$ cat src/rtl/rdqs_cal_pkg.sv
package rdqs_cal_pkg;
    typedef enum logic [2:0] {
        CS_IDLE,
        CS_ISSUE,
        CS_WAIT,
        CS_CHECK,
        CS_DRAIN,
        CS_READY
    } cal_state_t;
endpackage

$ cat src/rtl/rdqs_cal_seq.sv
module rdqs_cal_seq
    import rdqs_cal_pkg::*;
#(
    parameter int OFF_MIN = 2,
    parameter int OFF_MAX = 4,
    parameter int BURST   = 8,
    parameter int OW      = $clog2(OFF_MAX + 1)
) (
    input  logic          clk,
    input  logic          rst_n,
    input  logic          cal_start,
    input  logic          settle,
    output logic [OW-1:0] cand,
    output logic          cal_rd,
    output logic          chk,
    output logic          clr,
    output logic          fin,
    output logic          ready,
    output logic          busy
);
    localparam int DRAIN_LEN = BURST + 2 * OFF_MAX;
    localparam int DW        = $clog2(DRAIN_LEN);

    cal_state_t    state, nxt;
    logic [OW-1:0] wcnt;
    logic [DW-1:0] dcnt;
    logic          last;

    assign last = settle || (cand == OW'(OFF_MAX));

    always_ff @(posedge clk) begin
        if (!rst_n) state <= CS_IDLE;
        else        state <= nxt;
    end

    always_comb begin
        nxt = state;
        unique case (state)
            CS_IDLE, CS_READY: if (cal_start) nxt = CS_ISSUE;
            CS_ISSUE:          nxt = CS_WAIT;
            CS_WAIT:           if (wcnt == OW'(1)) nxt = CS_CHECK;
            CS_CHECK:          nxt = last ? CS_READY : CS_DRAIN;
            CS_DRAIN:          if (dcnt == '0) nxt = CS_ISSUE;
            default:           nxt = CS_IDLE;
        endcase
    end

    // candidate, wait and drain counters
    always_ff @(posedge clk) begin
        if (!rst_n) begin
            cand <= OW'(OFF_MIN);
            wcnt <= '0;
            dcnt <= '0;
        end else begin
            unique case (state)
                CS_IDLE, CS_READY: if (cal_start) cand <= OW'(OFF_MIN);
                CS_ISSUE: wcnt <= cand - OW'(1);
                CS_WAIT:  wcnt <= wcnt - OW'(1);
                CS_CHECK: begin
                    dcnt <= DW'(DRAIN_LEN - 1);
                    if (!last) cand <= cand + OW'(1);
                end
                CS_DRAIN: dcnt <= dcnt - DW'(1);
                default: ;
            endcase
        end
    end

    always_comb begin
        cal_rd = (state == CS_ISSUE);
        chk    = (state == CS_CHECK);
        fin    = (state == CS_CHECK) && last;
        ready  = (state == CS_READY);
        busy   = (state != CS_IDLE) && (state != CS_READY);
        clr    = ((state == CS_IDLE) || (state == CS_READY)) && cal_start;
    end
endmodule

$ cat src/rtl/rdqs_cal_lane.sv
module rdqs_cal_lane #(
    parameter int LANE_W  = 8,
    parameter int OFF_MIN = 2,
    parameter int OFF_MAX = 4,
    parameter int BURST   = 8,
    parameter int OW      = $clog2(OFF_MAX + 1),
    parameter int HW      = 1 << OW,
    parameter int TW      = $clog2(OFF_MAX - OFF_MIN + 1)
) (
    input  logic              clk,
    input  logic              rst_n,
    input  logic              match_all,
    input  logic [LANE_W-1:0] pat,
    input  logic              cap_valid,
    input  logic [LANE_W-1:0] cap_data,
    input  logic              clr,
    input  logic              chk,
    input  logic              fin,
    input  logic [OW-1:0]     cand,
    input  logic              go,
    input  logic [HW-1:0]     hist,
    input  logic [TW-1:0]     tap_sel,
    output logic              hit,
    output logic              locked,
    output logic              fail,
    output logic [OW-1:0]     off,
    output logic              gate_en,
    output logic              tap_v,
    output logic [LANE_W-1:0] tap_d
);
    localparam int CW   = $clog2(BURST);
    localparam int SR_N = 1 << TW;

    logic              match, start;
    logic [CW-1:0]     cnt;
    logic [LANE_W:0]   sr [SR_N];

    assign match = cap_valid && (match_all ? (cap_data == pat) : (cap_data[0] == pat[0]));
    assign hit   = chk && !locked && match;

    always_ff @(posedge clk) begin
        if (!rst_n || clr) begin
            locked <= 1'b0;
            fail   <= 1'b0;
            off    <= OW'(OFF_MAX);
        end else if (hit) begin
            locked <= 1'b1;
            off    <= cand;
        end else if (fin && !locked) begin
            fail   <= 1'b1;
        end
    end

    // gate window of one burst starting off cycles after the read
    assign start   = hist[off - OW'(1)];
    assign gate_en = go && (start || (cnt != '0));

    always_ff @(posedge clk) begin
        if (!rst_n || !go)   cnt <= '0;
        else if (start)      cnt <= CW'(BURST - 1);
        else if (cnt != '0)  cnt <= cnt - CW'(1);
    end

    // deskew delay line
    always_ff @(posedge clk) begin
        if (!rst_n) sr[0] <= '0;
        else        sr[0] <= {gate_en && cap_valid, cap_data};
    end

    for (genvar i = 1; i < SR_N; i++) begin : g_sr
        always_ff @(posedge clk) begin
            if (!rst_n) sr[i] <= '0;
            else        sr[i] <= sr[i-1];
        end
    end

    assign tap_v = sr[tap_sel][LANE_W];
    assign tap_d = sr[tap_sel][LANE_W-1:0];
endmodule

$ cat src/rtl/rdqs_lat_cal.sv
module rdqs_lat_cal #(
    parameter int NUM_LANES = 4,
    parameter int LANE_W    = 8,
    parameter int OFF_MIN   = 2,
    parameter int OFF_MAX   = 4,
    parameter int BURST     = 8
) (
    input  logic                          clk,
    input  logic                          rst_n,
    input  logic                          cal_start,
    input  logic                          rd_start,
    input  logic [NUM_LANES-1:0]          match_all,
    input  logic [LANE_W-1:0]             cal_pattern,
    input  logic [NUM_LANES-1:0]          cap_valid,
    input  logic [NUM_LANES*LANE_W-1:0]   cap_data,
    output logic                          cal_rd,
    output logic                          cal_busy,
    output logic [NUM_LANES-1:0]          lane_fail,
    output logic [NUM_LANES*$clog2(OFF_MAX+1)-1:0] lane_off,
    output logic [NUM_LANES-1:0]          gate_en,
    output logic                          rd_valid,
    output logic [NUM_LANES*LANE_W-1:0]   rd_data
);
    localparam int OW = $clog2(OFF_MAX + 1);
    localparam int HW = 1 << OW;
    localparam int TW = $clog2(OFF_MAX - OFF_MIN + 1);

    logic [OW-1:0]          cand, max_off;
    logic                   chk, clr, fin, ready, settle;
    logic [HW-1:0]          hist;
    logic [NUM_LANES-1:0]   hit, locked, tap_v;
    logic [OW-1:0]          off [NUM_LANES];
    logic [TW-1:0]          tap_sel [NUM_LANES];

    rdqs_cal_seq #(.OFF_MIN(OFF_MIN), .OFF_MAX(OFF_MAX), .BURST(BURST), .OW(OW)) u_seq (
        .clk(clk), .rst_n(rst_n), .cal_start(cal_start), .settle(settle),
        .cand(cand), .cal_rd(cal_rd), .chk(chk), .clr(clr), .fin(fin),
        .ready(ready), .busy(cal_busy)
    );

    assign settle = &(locked | hit);

    always_ff @(posedge clk) begin
        if (!rst_n) hist <= '0;
        else        hist <= {hist[HW-2:0], rd_start && ready};
    end

    always_comb begin
        max_off = OW'(OFF_MIN);
        for (int l = 0; l < NUM_LANES; l++)
            if (off[l] > max_off) max_off = off[l];
    end

    for (genvar l = 0; l < NUM_LANES; l++) begin : g_lane
        assign tap_sel[l] = TW'(max_off - off[l]);
        assign lane_off[l*OW +: OW] = off[l];

        rdqs_cal_lane #(
            .LANE_W(LANE_W), .OFF_MIN(OFF_MIN), .OFF_MAX(OFF_MAX),
            .BURST(BURST), .OW(OW), .HW(HW), .TW(TW)
        ) u_lane (
            .clk(clk), .rst_n(rst_n), .match_all(match_all[l]), .pat(cal_pattern),
            .cap_valid(cap_valid[l]), .cap_data(cap_data[l*LANE_W +: LANE_W]),
            .clr(clr), .chk(chk), .fin(fin), .cand(cand), .go(ready),
            .hist(hist), .tap_sel(tap_sel[l]), .hit(hit[l]), .locked(locked[l]),
            .fail(lane_fail[l]), .off(off[l]), .gate_en(gate_en[l]),
            .tap_v(tap_v[l]), .tap_d(rd_data[l*LANE_W +: LANE_W])
        );
    end

    assign rd_valid = ready && !(|lane_fail) && (&tap_v);
endmodule

$ cat config.mk
export PLATFORM = sky130hd
export DESIGN_NAME = rdqs_lat_cal
export DESIGN_NICKNAME = d
export VERILOG_FILES = /design/src/rtl/rdqs_cal_pkg.sv /design/src/rtl/rdqs_cal_seq.sv /design/src/rtl/rdqs_cal_lane.sv /design/src/rtl/rdqs_lat_cal.sv
export SDC_FILE = /design/constraint.sdc
export NUM_CORES = 1
export LEC_CHECK = 0
export ABC_CLOCK_PERIOD_IN_PS = 12400
export BUFFER_PORTS_ARGS = -buffer_cell sky130_fd_sc_hd__buf_2
export CAP_MARGIN = 20
export CELL_PAD_IN_SITES_DETAIL_PLACEMENT = 0
export CELL_PAD_IN_SITES_GLOBAL_PLACEMENT = 1
export CORE_MARGIN = 5
export CORE_UTILIZATION = 42
export CTS_CLUSTER_DIAMETER = 30
export DETAILED_ROUTE_END_ITERATION = 10
export HOLD_SLACK_MARGIN = 0.06
export MAX_ROUTING_LAYER = met4
export PLACE_DENSITY_LB_ADDON = 0.1
export SETUP_SLACK_MARGIN = 0.02
export SLEW_MARGIN = 20
export SYNTH_ARGS = -nofsm -noshare
export SYNTH_HDL_FRONTEND = slang
export SYNTH_SLANG_ARGS = --single-unit
$ cat constraint.sdc
create_clock -name clk -period 12.4 [get_ports clk]
set_input_delay 1.24 -clock clk [delete_from_list [all_inputs] [get_ports clk]]
set_output_delay 1.24 -clock clk [all_outputs]
set_load 0.1 [all_outputs]
Word-level counts from Yosys, hierarchy flattened
Memory sizes are Yosys's and may differ from the RTL's.
Index checks and enable logic that the tools add are counted.
{"block": "word_totals", "in_bits": 52, "n_memories": 4, "mem_bits_rw": 144, "elab_cells": 211, "regBits": 53, "out_inout_bits": 55}
{"block": "classes", "muxes": 52, "n_addsub": 16, "n_eq_ne": 20, "n_reduce_logical": 69, "n_lt_le_gt_ge": 8, "bitwise_logic": 21}
{"memory": "g_lane[0].u_lane.sr", "words": 4, "width": 9, "rd": 4, "rd_ports_with_merged_regs": 0, "write_ports": 4, "line_no": "rdqs_cal_lane.sv:36", "text": "logic [LANE_W:0] sr [SR_N];"}
{"memory": "g_lane[1].u_lane.sr", "words": 4, "width": 9, "rd": 4, "rd_ports_with_merged_regs": 0, "write_ports": 4, "line_no": "rdqs_cal_lane.sv:36"}
{"memory": "g_lane[2].u_lane.sr", "words": 4, "width": 9, "rd": 4, "rd_ports_with_merged_regs": 0, "write_ports": 4, "line_no": "rdqs_cal_lane.sv:36"}
{"memory": "g_lane[3].u_lane.sr", "words": 4, "width": 9, "rd": 4, "rd_ports_with_merged_regs": 0, "write_ports": 4, "line_no": "rdqs_cal_lane.sv:36"}
{"operator": "$mux W9", "n": 16}
{"operator": "$mux W3", "n": 16}
{"operator": "$eq A8 B8 Y1", "n": 4}
{"operator": "$logic_and A1 B1 Y1", "n": 30}
{"operator": "$sub A3 B1 Y3 const B", "n": 10}
{"operator": "$lt A3 B4 Y1 const B", "n": 4}
{"operator": "$or A1 B1 Y1", "n": 16}
{"operator": "$pmux W3 S5", "n": 1}
{"operator": "$reduce_bool A3 Y1", "n": 5}
{"operator": "$reduce_bool A2 Y1", "n": 7}
{"operator": "$bmux W1 S3", "n": 4}
{"operator": "$pmux W3 S2", "n": 2}
{"operator": "$mux W1", "n": 11}
{"operator": "$eq A3 B3 Y1 const B", "n": 3}
{"operator": "$gt A3 B3 Y1", "n": 3}
{"operator": "$logic_or A1 B1 Y1", "n": 8}
{"operator": "$pmux W4 S2", "n": 1}
{"operator": "$reduce_and A2 Y1", "n": 4}
{"operator": "$reduce_and A4 Y1", "n": 2}
{"operator": "$sub A2 B2 Y2", "n": 4}
{"operator": "$logic_not A1 Y1", "n": 7}
{"operator": "$eq A3 B1 Y1 const B", "n": 2}
{"operator": "$eq A3 B2 Y1 const B", "n": 2}
{"operator": "$reduce_and A3 Y1", "n": 2}
{"operator": "other kinds (14)", "n": 22}

Longest topological paths before layout
Gate-level depths: netlist (run 1).
An unclocked memory read counts as a cell.
{"block": "depth", "depth_word": 12, "mapped_depth": 30, "depth_no_buf": 29}

By module
A second synthesis (run 1) with hierarchy kept.
{"block": "unflattened", "cells_unflattened": 856, "hier_area_um2": 9093.7}
{"module": "rdqs_cal_lane", "cells_each": 167, "n_inst": 4, "seq_area_each_um2": 880.8, "area_per_inst_um2": 1864.3}
{"module": "rdqs_cal_seq", "cells_each": 102, "n_inst": 1, "seq_area_each_um2": 260.2, "area_per_inst_um2": 879.6}
{"module": "rdqs_lat_cal", "cells_each": 86, "n_inst": 1, "seq_area_each_um2": 160.2, "area_per_inst_um2": 757.0}

Worst setup path after synthesis (run 1)
No wires, ideal clock.
{"block": "synth_path", "path_kind": "flip-flop to output port", "start": "register g_lane[0].u_lane.off[0]", "end": "output rd_valid", "path_buffers": 1, "t_required_ns": 11.160, "t_arrival_ns": 7.426, "setup_slack_ns": 3.734, "path_stages_with_launch": 28, "path_cell_list": "dfxtp_1 > inv_1 > ha_1 > nand2b_1 > a21oi_1 > ha_1 > and3_4 > o31ai_1 > nand2_1 > ha_1 > nand3b_1 > a32oi_2 > nand2_1 > a21boi_4 > ha_1 > nor2b_1 > o21a_1 > o21ai_4 > mux2i_1 > ha_1 > clkbuf_1 > mux4_2 > o21a_1 > mux2i_1 > o21ai_0 > o31ai_1 > a221oi_1 > and3_1"}
{"block": "synth_between", "elab_chain_len": 12}
{"element": "from (decl)", "line_no": "rdqs_cal_lane.sv:26", "text": "output logic [OW-1:0] off,"}
{"element": "from (signal assigned)", "line_no": "rdqs_cal_lane.sv:45", "text": "off <= OW'(OFF_MAX);"}
{"element": "from (signal assigned)", "line_no": "rdqs_cal_lane.sv:48", "text": "off <= cand;"}
{"element": "$gt A3 B2 Y1", "line_no": "rdqs_lat_cal.sv:51", "text": "if (off[l] > max_off) max_off = off[l];"}
{"element": "$mux W3", "line_no": "rdqs_lat_cal.sv:51"}
{"element": "$gt A3 B3 Y1", "line_no": "rdqs_lat_cal.sv:51"}
{"element": "$mux W3", "line_no": "rdqs_lat_cal.sv:51"}
{"element": "$gt A3 B3 Y1", "line_no": "rdqs_lat_cal.sv:51"}
{"element": "$mux W3", "line_no": "rdqs_lat_cal.sv:51"}
{"element": "$gt A3 B3 Y1", "line_no": "rdqs_lat_cal.sv:51"}
{"element": "$mux W2", "line_no": "rdqs_lat_cal.sv:51"}
{"element": "$sub A2 B2 Y2", "line_no": "rdqs_lat_cal.sv:55", "text": "assign tap_sel[l] = TW'(max_off - off[l]);"}
{"element": "$mem_v2 Z4 W9"}
{"element": "$reduce_and A4 Y1 *", "line_no": "rdqs_lat_cal.sv:71", "text": "assign rd_valid = ready && !(|lane_fail) && (&tap_v);"}
{"element": "$logic_and A1 B1 Y1 *", "line_no": "rdqs_lat_cal.sv:71"}
{"element": "to (decl)", "line_no": "rdqs_lat_cal.sv:21", "text": "output logic rd_valid,"}
Every way passes the cells marked *; elsewhere a longest branch is shown, timed or not.

Final worst setup path (run 1)
Ends and elaborated chain as after synthesis.

==> results of run 1 <==
-- final timing paths --
path / startpoint / end / slack, ns / cells past startpoint
min: g_lane[2].u_lane.sr[2][6]$_SDFF_PN0_ / g_lane[2].u_lane.sr[3][6]$_SDFF_PN0_ / 0.44 / 1
min reg2reg: g_lane[2].u_lane.sr[2][6]$_SDFF_PN0_ / g_lane[2].u_lane.sr[3][6]$_SDFF_PN0_ / 0.44 / 1
max: g_lane[0].u_lane.off[0]$_SDFFE_PP0P_ / rd_valid / 3.34 / 29
max reg2reg: u_seq.state[0]$_SDFFE_PN0P_ / u_seq.cand[0]$_SDFFE_PN0P_ / 9.60 / 8
-- routing by layer --
| layer | share of wire, % | up-vias | routed length (um) |
|---|---|---|---|
| met4 | 0.57 | 0 | 114 |
| met2 | 47 | 110 | 9460 |
| li1 | - | 2883 | - |
| met1 | 47 | 2784 | 9450 |
| met5 | 0 | - | 0 |
| met3 | 4.6 | 10 | 918 |
-- logic make-up (layout without fill, tap and decap cells) --
logic type      Yosys count  after routing  share of synthesized area, %
flops                   197            197                          45.6
compound gates           90             90                          6.63
xor+xnor                 52             52                          6.00
fa+ha+maj                32             32                          4.63
buf+inv                  71            170                          3.70
simple gates            288            288                          19.1
mux                      62             62                          14.4
-- cell type report --
type,count,area (um^2)
clock inverter,15,225
clock buffer,17,425
tap,270,338
sequential,197,3940
multi-input combinational,524,4380
timing repair buffer,108,548
fill,1856,10300
inverter,30,113
-- power groups by stage --
stage / clock network (mW) / logic (mW) / registers, mW
detailed placement: 0 / 0.222 / 0.680
global route: 0.633 / 0.235 / 0.668
global placement: 0 / 0.220 / 0.678
finish: 0.591 / 0.220 / 0.665
CTS: 0.609 / 0.223 / 0.665
floorplan: 0 / 0.183 / 0.673
-- state kept, by name, indices dropped and copies added, names as in the netlist --
register / flops
g_lane.u_lane.off: 12
u_seq.state: 3
g_lane.u_lane.fail: 4
g_lane.u_lane.cnt: 12
u_seq.dcnt: 4
hist: 8
g_lane.u_lane.sr: 144
g_lane.u_lane.locked: 4
u_seq.cand: 3
u_seq.wcnt: 3
-- critical path: cells and delay by family (launching register included) --
kind | cells | cell delay [ns]
buf+inv | 3 | 0.62
compound gates | 10 | 2.40
fa+ha+maj | 5 | 1.70
flops | 1 | 0.50
simple gates | 8 | 1.29
mux | 3 | 0.89
-- synthesized netlist by cell type, types with 12 or more instances --
library cell	number	area, um^2
and2_1	156	976
ha_1	32	400
nor2_1	39	146
a21oi_1	41	205
xnor2_1	29	254
mux4_2	26	586
inv_1	30	113
mux4_1	18	473
xor2_1	19	166
nand2_1	34	128
nor2b_1	12	75.1
mux2i_1	16	160
clkbuf_1	27	101
dfxtp_1	197	3940
o21ai_0	15	75.1
-- through the flow --
stage	setup slack, ns	total power, mW	cell area [um^2]
final	3.34	1.48	9980
after CTS	3.35	1.50	9980
after detailed placement	3.85	0.902	9330
after floorplan	3.73	0.856	8650
after global routing	2.79	1.54	9980
after global placement	4.02	0.898	9330
==> flow_metrics.env, run 1 <==
export IMPL_synth_ff_type="dfxtp_1"
export IMPL_syn_inst=792
export IMPL_ys_seq_area_share_pct=45.6
export IMPL_ys_async_sr_fraction_pct=0
export IMPL_ant_nets=0
export IMPL_layout_cells_non_filler=1161
export IMPL_worst_hold_slack_ns=0.444
export IMPL_synth_edf_count=0
export IMPL_final_layout_size_suffix_gt1_share_pct=20.7
export IMPL_routed_wl_mm=19.9
export IMPL_netSwitchingPower_mw=0.457
export IMPL_place_congestion=0.803
export IMPL_syn_area_per_cell_um2=10.9
export IMPL_ys_warn_count=0
export IMPL_cts_setup_buffers=0
export IMPL_syn_num_nets=876
export IMPL_via_per_inst=4.98
export IMPL_rsz0062_at_grt="no"
export IMPL_maxCapViolCount=0
export IMPL_grt_pass1_wl_mm=31.9
export IMPL_clockBufferDepth=2
export IMPL_ctsResizeCount=0
export IMPL_final_common_cell="dfxtp_1"
export IMPL_use_met2_pct=28.4
export IMPL_hp_class="register to register"
export IMPL_ys_types=58
export IMPL_mostFrequentLayoutCells="197 x dfxtp_1, 156 x and2_1, 105 x buf_2"
export IMPL_track_usage_pct=17.6
export IMPL_grt_busiest_layer="met2"
export IMPL_slowest_stage="o31ai_1"
export IMPL_coreArea_um2=20200
export IMPL_synth_seq_cells=197
export IMPL_die_area_um2=23600
export IMPL_clk_latency_ns=0.44
export IMPL_port_buffers=106
export IMPL_setup_viol=0
export IMPL_clk_pin_slew_worst_paths_ns=0.09
export IMPL_die_w_um=153
export IMPL_vdd_drop_max_uv=99.0
export IMPL_met3_usage_pct=4.67
export IMPL_syn_to_final_growth_pct=15.4
export IMPL_fin_crit_sh_pct=73.1
export IMPL_arrival_ns=7.82
export IMPL_synth_area_um2=8650
export IMPL_p_per_area_nw_per_um2=148
export IMPL_fin_crit_ns=9.06
export IMPL_clock_fmax_mhz=110
export IMPL_skew_ns=0.0124
export IMPL_tritoncts="done"
export IMPL_dp_hpwl_mm=14.7
export IMPL_tns_ns=0
export IMPL_final_hold_violation_count=0
export IMPL_p_sw_share_pct=31.0
export IMPL_vias=5787
export IMPL_p_clk_share_pct=40.0
export IMPL_holdBufCountCts=0
export IMPL_drt_initial_drc_count=205
export IMPL_place_inst=1129
export IMPL_grt_max_degree=93
export IMPL_tightest_slew_ns=1.01
export IMPL_combPwrFrac_pct=14.9
export IMPL_diodes=0
export IMPL_start_kind="register"
export IMPL_seq_power_share_pct=45.0
export IMPL_start_util_pct=42.7
export IMPL_grt_pass1_vias=5962
export IMPL_met1_usage_pct=22.6
export IMPL_htree_levels=4
export IMPL_layout_nets=962
export IMPL_intPower_mw=1.02
export IMPL_antenna_found_initial=0
export IMPL_outcome="completed"
export IMPL_clock_sinks=197
export IMPL_drv_slew=0
export IMPL_wire_per_inst_um=17.2
export IMPL_worst_setup_path_type="register to output port"
export IMPL_leakagePower_nw=4.26
export IMPL_drc=0
export IMPL_cts_root_buffer="clkbuf_16"
export IMPL_rows=52
export IMPL_cp_max_fo=10
export IMPL_relSlewSlack_pct=31.8
export IMPL_die_h_um=153
export IMPL_ios=107
export IMPL_max_stage_delay_ns=0.53
export IMPL_grt_ovfl_total=0
export IMPL_first_pass_iters=5
export IMPL_cts_buffers=17
export IMPL_cp_end_kind="output port"
export IMPL_final_core_utilization_pct=49.3
export IMPL_crit_path_frequent_cell="ha_1"
export IMPL_cp_required_ns=11.16
Note: power is estimated with default switching activity, not from simulation.
==> run 2, diff against run 1 <==
--- a/config.mk
+++ b/config.mk
@@ -5,13 +5,14 @@
 export SDC_FILE = /design/constraint.sdc
 export NUM_CORES = 1
 export LEC_CHECK = 0
-export ABC_CLOCK_PERIOD_IN_PS = 12400
+export ABC_AREA = 1
+export ABC_CLOCK_PERIOD_IN_PS = 7700
 export BUFFER_PORTS_ARGS = -buffer_cell sky130_fd_sc_hd__buf_2
 export CAP_MARGIN = 20
 export CELL_PAD_IN_SITES_DETAIL_PLACEMENT = 0
 export CELL_PAD_IN_SITES_GLOBAL_PLACEMENT = 1
 export CORE_MARGIN = 5
-export CORE_UTILIZATION = 42
+export CORE_UTILIZATION = 39
 export CTS_CLUSTER_DIAMETER = 30
 export DETAILED_ROUTE_END_ITERATION = 10
 export HOLD_SLACK_MARGIN = 0.06
==> constraint.sdc (replaced) <==
create_clock -name clk -period 7.7 [get_ports clk]
set_input_delay 0.77 -clock clk [delete_from_list [all_inputs] [get_ports clk]]
set_output_delay 0.77 -clock clk [all_outputs]
set_load 0.1 [all_outputs]
==> run 2 against run 1 <==
Critical path depth rose by 2. Synthesized area rose by 5.0%. Worst setup slack got worse by 2.5 ns. Critical path type unchanged. Largest power group is now combinational cells.
==> flow_metrics.env, run 2 <==
export IMPL_cts_root_buffer="clkbuf_16"
export IMPL_largest_register_ffs=144
export IMPL_vias=7274
export IMPL_hold_end="g_lane[3].u_lane.sr[1][6]$_SDFF_PN0_"
export IMPL_holdBufCountCts=0
export IMPL_power_mw=3.91
export IMPL_cp_end_kind="output port"
export IMPL_synth_top_area_cell="dfxtp_1"
export IMPL_syn_num_nets=1294
export IMPL_vdd_drop_max_uv=354
export IMPL_port_buffers=106
export IMPL_p_per_area_nw_per_um2=375
export IMPL_fin_crit_sh_pct=88.6
export IMPL_clk_pin_slew_worst_paths_ns=0.08
export IMPL_grt_max_degree=100
export IMPL_die_area_um2=26400
export IMPL_clockBufferDepth=2
export IMPL_synth_ff_type="dfxtp_1"
export IMPL_die_h_um=163
export IMPL_arrival_ns=6.06
export IMPL_synth_area_um2=9080
export IMPL_leakagePower_nw=6.12
export IMPL_grt_pass1_wl_mm=36.3
export IMPL_grt_pass1_vias=6953
export IMPL_fin_crit_ns=6.83
export IMPL_reg2reg_to="g_lane[3].u_lane.sr[0][8]$_SDFF_PN0_"
export IMPL_ios=107
export IMPL_wl_met3_um=690
export IMPL_post_dp_cell_area_um2=9810
export IMPL_via_per_inst=4.47
export IMPL_mostFrequentLayoutCells="291 x nand2_1, 252 x inv_1, 197 x dfxtp_1"
export IMPL_skew_ns=0.0174
export IMPL_place_congestion=0.808
export IMPL_clock_sinks=197
export IMPL_syn_to_final_growth_pct=14.8
export IMPL_coreArea_um2=22800
export IMPL_rows=55
export IMPL_antenna_found_initial=1
export IMPL_tightest_slew_ns=1.04
export IMPL_start_kind="register"
export IMPL_syn_area_per_cell_um2=7.50
export IMPL_met1_length_mm=11.0
export IMPL_syn_inst=1210
export IMPL_rsz0062_at_grt="no"
export IMPL_start_util_pct=39.9
export IMPL_slowest_stage="dfxtp_1"
export IMPL_synth_mux_area_fraction_pct=4.08
export IMPL_final_area_um2=10400
export IMPL_die_w_um=163
export IMPL_synth_top_family_by_area="simple AND/OR/NAND/NOR gates"
export IMPL_outcome="completed"
export IMPL_cp_max_fo=17
export IMPL_wl_met2_mm=9.95
export IMPL_grt_ovfl_total=0
export IMPL_yosysMostFrequentCell="nand2_1"
export IMPL_clock_fmax_mhz=147
export IMPL_synth_compound_area_share_pct=12.4
export IMPL_drt_initial_drc_count=357
export IMPL_synth_area_leaders="dfxtp_1 43%, nand2_1 12%, inv_1 10%"
export IMPL_tns_ns=0
export IMPL_cts_buffers=17
export IMPL_crit_path_frequent_cell="nand2_1"
export IMPL_worst_r2r_path_depth=12
export IMPL_wire_per_inst_um=13.5
export IMPL_synthAdderAreaFrac_pct=4.41
export IMPL_maxCapViolCount=0
export IMPL_reg_top3="g_lane.u_lane.sr x144, g_lane.u_lane.cnt x12, g_lane.u_lane.off x12"
export IMPL_layout_nets=1383
export IMPL_tritoncts="done"
export IMPL_yosys_area_share_simple_pct=20.4
export IMPL_synth_edf_count=0
export IMPL_hp_class="register to register"
export IMPL_htree_levels=4
export IMPL_ys_warn_count=0
export IMPL_cp_required_ns=6.93
export IMPL_worst_setup_path_type="register to output port"
export IMPL_first_pass_iters=5
export IMPL_drv_slew=0
export IMPL_dp_hpwl_mm=16.1
export IMPL_hp_start="g_lane[3].u_lane.sr[0][6]$_SDFF_PN0_"
export IMPL_synth_common_cells="291 x nand2_1, 252 x inv_1, 197 x dfxtp_1"
export IMPL_r2r_start="g_lane[3].u_lane.off[0]$_SDFFE_PP0P_"
export IMPL_routed_wl_mm=22.0
export IMPL_hold_path_depth=2
export IMPL_drc=0
export IMPL_pre_cts_slack_ns=0.977
export IMPL_final_hold_violation_count=0
export IMPL_ant_nets=0
export IMPL_dr_max_layer_used="met4"
export IMPL_yosysTopAreaCellShare_pct=43.4
export IMPL_r2r_setup_slack_ns=5.36
export IMPL_setup_viol=0
export IMPL_track_usage_pct=17.7
export IMPL_final_common_cell="nand2_1"
export IMPL_ys_seq_area_share_pct=43.4
export IMPL_final_layout_size_suffix_gt1_share_pct=16.7
export IMPL_regMostFlops="g_lane.u_lane.sr"
export IMPL_setup_ws_ns=0.875
export IMPL_max_stage_delay_ns=0.46
export IMPL_ys_types=42
export IMPL_synth_xor_area_share_pct=2.03
export IMPL_synth_seq_cells=197
export IMPL_ys_async_sr_fraction_pct=0
export IMPL_relSlewSlack_pct=30.9
export IMPL_clk_latency_ns=0.44
[run 2: cell types whose count changed in the layout (fill, tap and decap cells not counted), moves of 18 or more]
cell	before	now
and2_1	156	0
inv_1	30	252
mux2i_1	16	37
mux4_1	18	0
mux4_2	26	0
nand2_1	34	291
o211ai_1	3	38
o21ai_0	15	34
o21ai_1	0	40
or2_2	2	33
[run 2: report_power, final]
part           internal (mW)  total [mW]  switching, mW
registers               1.07        1.11         0.0419
clock network          0.442       0.894          0.451
logic                  0.408        1.90           1.49
total                   1.92        3.91           1.99
[run 2: how the worst max path moves through the flow]
stage / from / end / slack (ns) / cells after the start
4_1_cts: g_lane[0].u_lane.off[0]$_SDFFE_PP0P_ / rd_valid / 0.50 / 30
3_5_place_dp: g_lane[0].u_lane.off[0]$_SDFFE_PP0P_ / rd_valid / 0.98 / 30
2_1_floorplan: g_lane[0].u_lane.off[0]$_SDFFE_PP0P_ / rd_data[25] / 0.21 / 27
3_3_place_gp: g_lane[0].u_lane.off[0]$_SDFFE_PP0P_ / rd_valid / 1.05 / 30
5_1_grt: g_lane[0].u_lane.off[0]$_SDFFE_PP0P_ / rd_valid / 0.13 / 31
6_report: g_lane[0].u_lane.off[0]$_SDFFE_PP0P_ / rd_valid / 0.87 / 31
[run 2: per-stage QoR]
step | instances | utilization, % | hold WS [ns]
after global placement | 1593 | 43.1 | 0.408
after detailed placement | 1593 | 43.1 | 0.411
after floorplan | 1210 | - | 0.402
after global routing | 1626 | 45.7 | 0.433
final | 1626 | 45.7 | 0.418
after CTS | 1625 | 45.7 | 0.421
[run 2: what timing repair did]
action,CTS,global route
setup buffers,0,0
gates resized for setup,0,3
setup endpoints to repair,0,17
[run 2: cells by family (layout without fill, tap and decap cells)]
| family | after synthesis | in the layout |
|---|---|---|
| XOR/XNOR | 21 | 21 |
| other | 0 | 1 |
| AO/OA/AOI/OAI | 186 | 186 |
| buffers and inverters | 303 | 405 |
| AND/OR/NAND/NOR | 434 | 434 |
| adder cells (fa/ha/maj) | 32 | 32 |
| multiplexers | 37 | 37 |
| flip-flops | 197 | 197 |
[run 2: layer usage]
| metal | up-vias | global-route usage [%] |
|---|---|---|
| met2 | 103 | 27.6 |
| met4 | 0 | 4.92 |
| met5 | - | - |
| li1 | 3905 | - |
| met3 | 27 | 3.47 |
| met1 | 3239 | 23.7 |
[run 2: cell type report]
type | count | area (um^2)
antenna | 1 | 2.50
fill | 2380 | 12400
clock inverter | 15 | 173
clock buffer | 17 | 425
sequential | 197 | 3940
tap | 313 | 392
inverter | 264 | 991
multi-input combinational | 710 | 3940
timing repair buffer | 109 | 556
[run 2: critical path: cells and delay by family, from the launching register on]
kind | cells | cell delay (ns)
and+or+nand+nor | 15 | 1.72
adders and majority gates | 5 | 1.32
AOI/OAI and AO/OA | 5 | 1.10
buffers and inverters | 5 | 0.84
DFF | 1 | 0.46
xor gates and xnor gates | 1 | 0.18
==> run 3, diff against run 2 <==
--- a/config.mk
+++ b/config.mk
@@ -16,7 +16,6 @@
 export CTS_CLUSTER_DIAMETER = 30
 export DETAILED_ROUTE_END_ITERATION = 10
 export HOLD_SLACK_MARGIN = 0.06
-export MAX_ROUTING_LAYER = met4
 export PLACE_DENSITY_LB_ADDON = 0.1
 export SETUP_SLACK_MARGIN = 0.02
 export SLEW_MARGIN = 20
==> run 3 against run 2 <==
Die area did not move. Via count barely moved. Clock-buffer cell count did not move. Flip-flop and latch count did not move. Combinational power barely moved. Critical path type unchanged. Highest routed layer is now met5.
==> flow_metrics.env, run 3 (same netlist as run 2, synthesis figures left out) <==
export IMPL_outcome="completed"
export IMPL_hp_class="register to register"
export IMPL_max_stage_delay_ns=0.47
export IMPL_die_h_um=163
export IMPL_mostFrequentLayoutCells="291 x nand2_1, 252 x inv_1, 197 x dfxtp_1"
export IMPL_drv_slew=0
export IMPL_ios=107
export IMPL_coreArea_um2=22800
export IMPL_start_kind="register"
export IMPL_final_layout_size_suffix_gt1_share_pct=16.7
export IMPL_skew_ns=0.00842
export IMPL_die_area_um2=26400
export IMPL_netSwitchingPower_mw=1.99
export IMPL_fin_crit_sh_pct=88.8
export IMPL_cts_root_buffer="clkbuf_16"
export IMPL_htree_levels=4
export IMPL_final_common_cell="nand2_1"
export IMPL_intPower_mw=1.92
export IMPL_critPathTopFamily="simple AND/OR/NAND/NOR gates"
export IMPL_via_per_inst=4.47
export IMPL_place_congestion=0.796
export IMPL_reg_top3="g_lane.u_lane.sr x144, g_lane.u_lane.cnt x12, g_lane.u_lane.off x12"
export IMPL_die_w_um=163
export IMPL_cp_required_ns=6.93
export IMPL_vdd_drop_max_uv=354
export IMPL_cts_buffers=17
export IMPL_tightest_slew_ns=1.06
export IMPL_start_util_pct=39.9
export IMPL_setup_viol=0
export IMPL_place_inst=1593
export IMPL_worst_setup_path_type="register to output port"
export IMPL_ant_nets=0
export IMPL_crit_path_frequent_cell="nand2_1"
export IMPL_dp_hpwl_mm=16.1
export IMPL_wire_per_inst_um=13.5
export IMPL_fillCellCount=2380
export IMPL_fin_crit_ns=6.84
export IMPL_p_sw_share_pct=50.9
export IMPL_pre_cts_slack_ns=0.977
export IMPL_routed_wl_mm=22.0
export IMPL_antenna_found_initial=1
export IMPL_rows=55
export IMPL_grt_pass1_vias=6964
export IMPL_critPathBufInv=5
export IMPL_port_buffers=106
export IMPL_p_clk_share_pct=22.9
export IMPL_first_pass_iters=4
export IMPL_clk_latency_ns=0.44
export IMPL_combPwrFrac_pct=48.7
export IMPL_p_per_area_nw_per_um2=375
export IMPL_largest_register_ffs=144
export IMPL_drt_initial_drc_count=345
export IMPL_vias=7270
export IMPL_regMostFlops="g_lane.u_lane.sr"
export IMPL_seq_area_um2=3940
export IMPL_holdBufCountCts=0
export IMPL_diodes=0
export IMPL_layout_nets=1383
export IMPL_grt_pass1_wl_mm=36.3
export IMPL_arrival_ns=6.07
export IMPL_final_hold_violation_count=0
export IMPL_multiInputGateArea_um2=3940
export IMPL_maxCapViolCount=0
export IMPL_clockBufferDepth=2
export IMPL_rsz0062_at_grt="no"
export IMPL_drc=0
export IMPL_track_usage_pct=17.2
export IMPL_cp_max_fo=18
export IMPL_layout_cells_non_filler=1625
export IMPL_tns_ns=0
export IMPL_tritoncts="done"
export IMPL_clock_fmax_mhz=146
export IMPL_setup_ws_ns=0.862
export IMPL_seq_power_share_pct=28.4
export IMPL_cp_end_kind="output port"
export IMPL_slowest_stage="dfxtp_1"
export IMPL_clock_sinks=197
export IMPL_relSlewSlack_pct=29.5
export IMPL_grt_ovfl_total=0
export IMPL_leakagePower_nw=6.12
export IMPL_clk_pin_slew_worst_paths_ns=0.08
export IMPL_grt_max_degree=100
export IMPL_syn_to_final_growth_pct=14.7
## run 3: changes by cell type in the layout (fill, tap and decap cells not counted)
cell,delta
diode_2,-1
## run 3: cell type report
cell class	instances	share of cell area (%)
tap	313	3.76
timing repair buffer	109	5.33
inverter	264	9.51
sequential	197	37.9
clock inverter	15	1.66
clock buffer	17	4.08
multi-input combinational	710	37.8
## run 3: layer usage
metal | track usage [%] | vias to the layer above | routed length, um
met5 | 0 | - | 7
met4 | 5.03 | 2 | 340
met3 | 3.44 | 25 | 656
met2 | 27.7 | 98 | 9970
met1 | 23.5 | 3240 | 11000
li1 | - | 3905 | -
## run 3: final timing paths
| kind | from | endpoint | slack [ns] | cells past startpoint |
|---|---|---|---|---|
| setup reg to reg | g_lane[3].u_lane.off[0]$_SDFFE_PP0P_ | g_lane[3].u_lane.sr[0][8]$_SDFF_PN0_ | 5.36 | 12 |
| hold reg to reg | g_lane[3].u_lane.sr[0][6]$_SDFF_PN0_ | g_lane[3].u_lane.sr[1][6]$_SDFF_PN0_ | 0.42 | 2 |
| hold / removal | g_lane[3].u_lane.sr[0][6]$_SDFF_PN0_ | g_lane[3].u_lane.sr[1][6]$_SDFF_PN0_ | 0.42 | 2 |
| setup / recovery | g_lane[0].u_lane.off[0]$_SDFFE_PP0P_ | rd_valid | 0.86 | 31 |
## run 3: repair_timing
action / CTS / global route
buffers inserted: 0 / 0
setup endpoints to repair: 0 / 17
gates resized for setup: 0 / 3
## run 3: worst min-delay path: stages (launching register included)
cell	delay [ns]
dfxtp_1	0.31
nand2_1	0.05
inv_1	0.03
## run 3: per-stage QoR
step	cell area (um^2)	util, %	hold WS (ns)	power [mW]
floorplan	9080	-	0.402	2.74
global placement	9810	43.1	0.408	3.05
detailed placement	9810	43.1	0.411	3.05
CTS	10400	45.7	0.421	3.96
global route	10400	45.7	0.433	4.13
finish	10400	45.7	0.418	3.91
## run 3: power by group through the flow
| stage | Sequential (mW) | Combinational (mW) | Clock [mW] |
|---|---|---|---|
| floorplan | 1.13 | 1.62 | 0 |
| global placement | 1.14 | 1.92 | 0 |
| detailed placement | 1.14 | 1.92 | 0 |
| CTS | 1.11 | 1.92 | 0.923 |
| global route | 1.12 | 2.04 | 0.969 |
| finish | 1.11 | 1.90 | 0.894 |
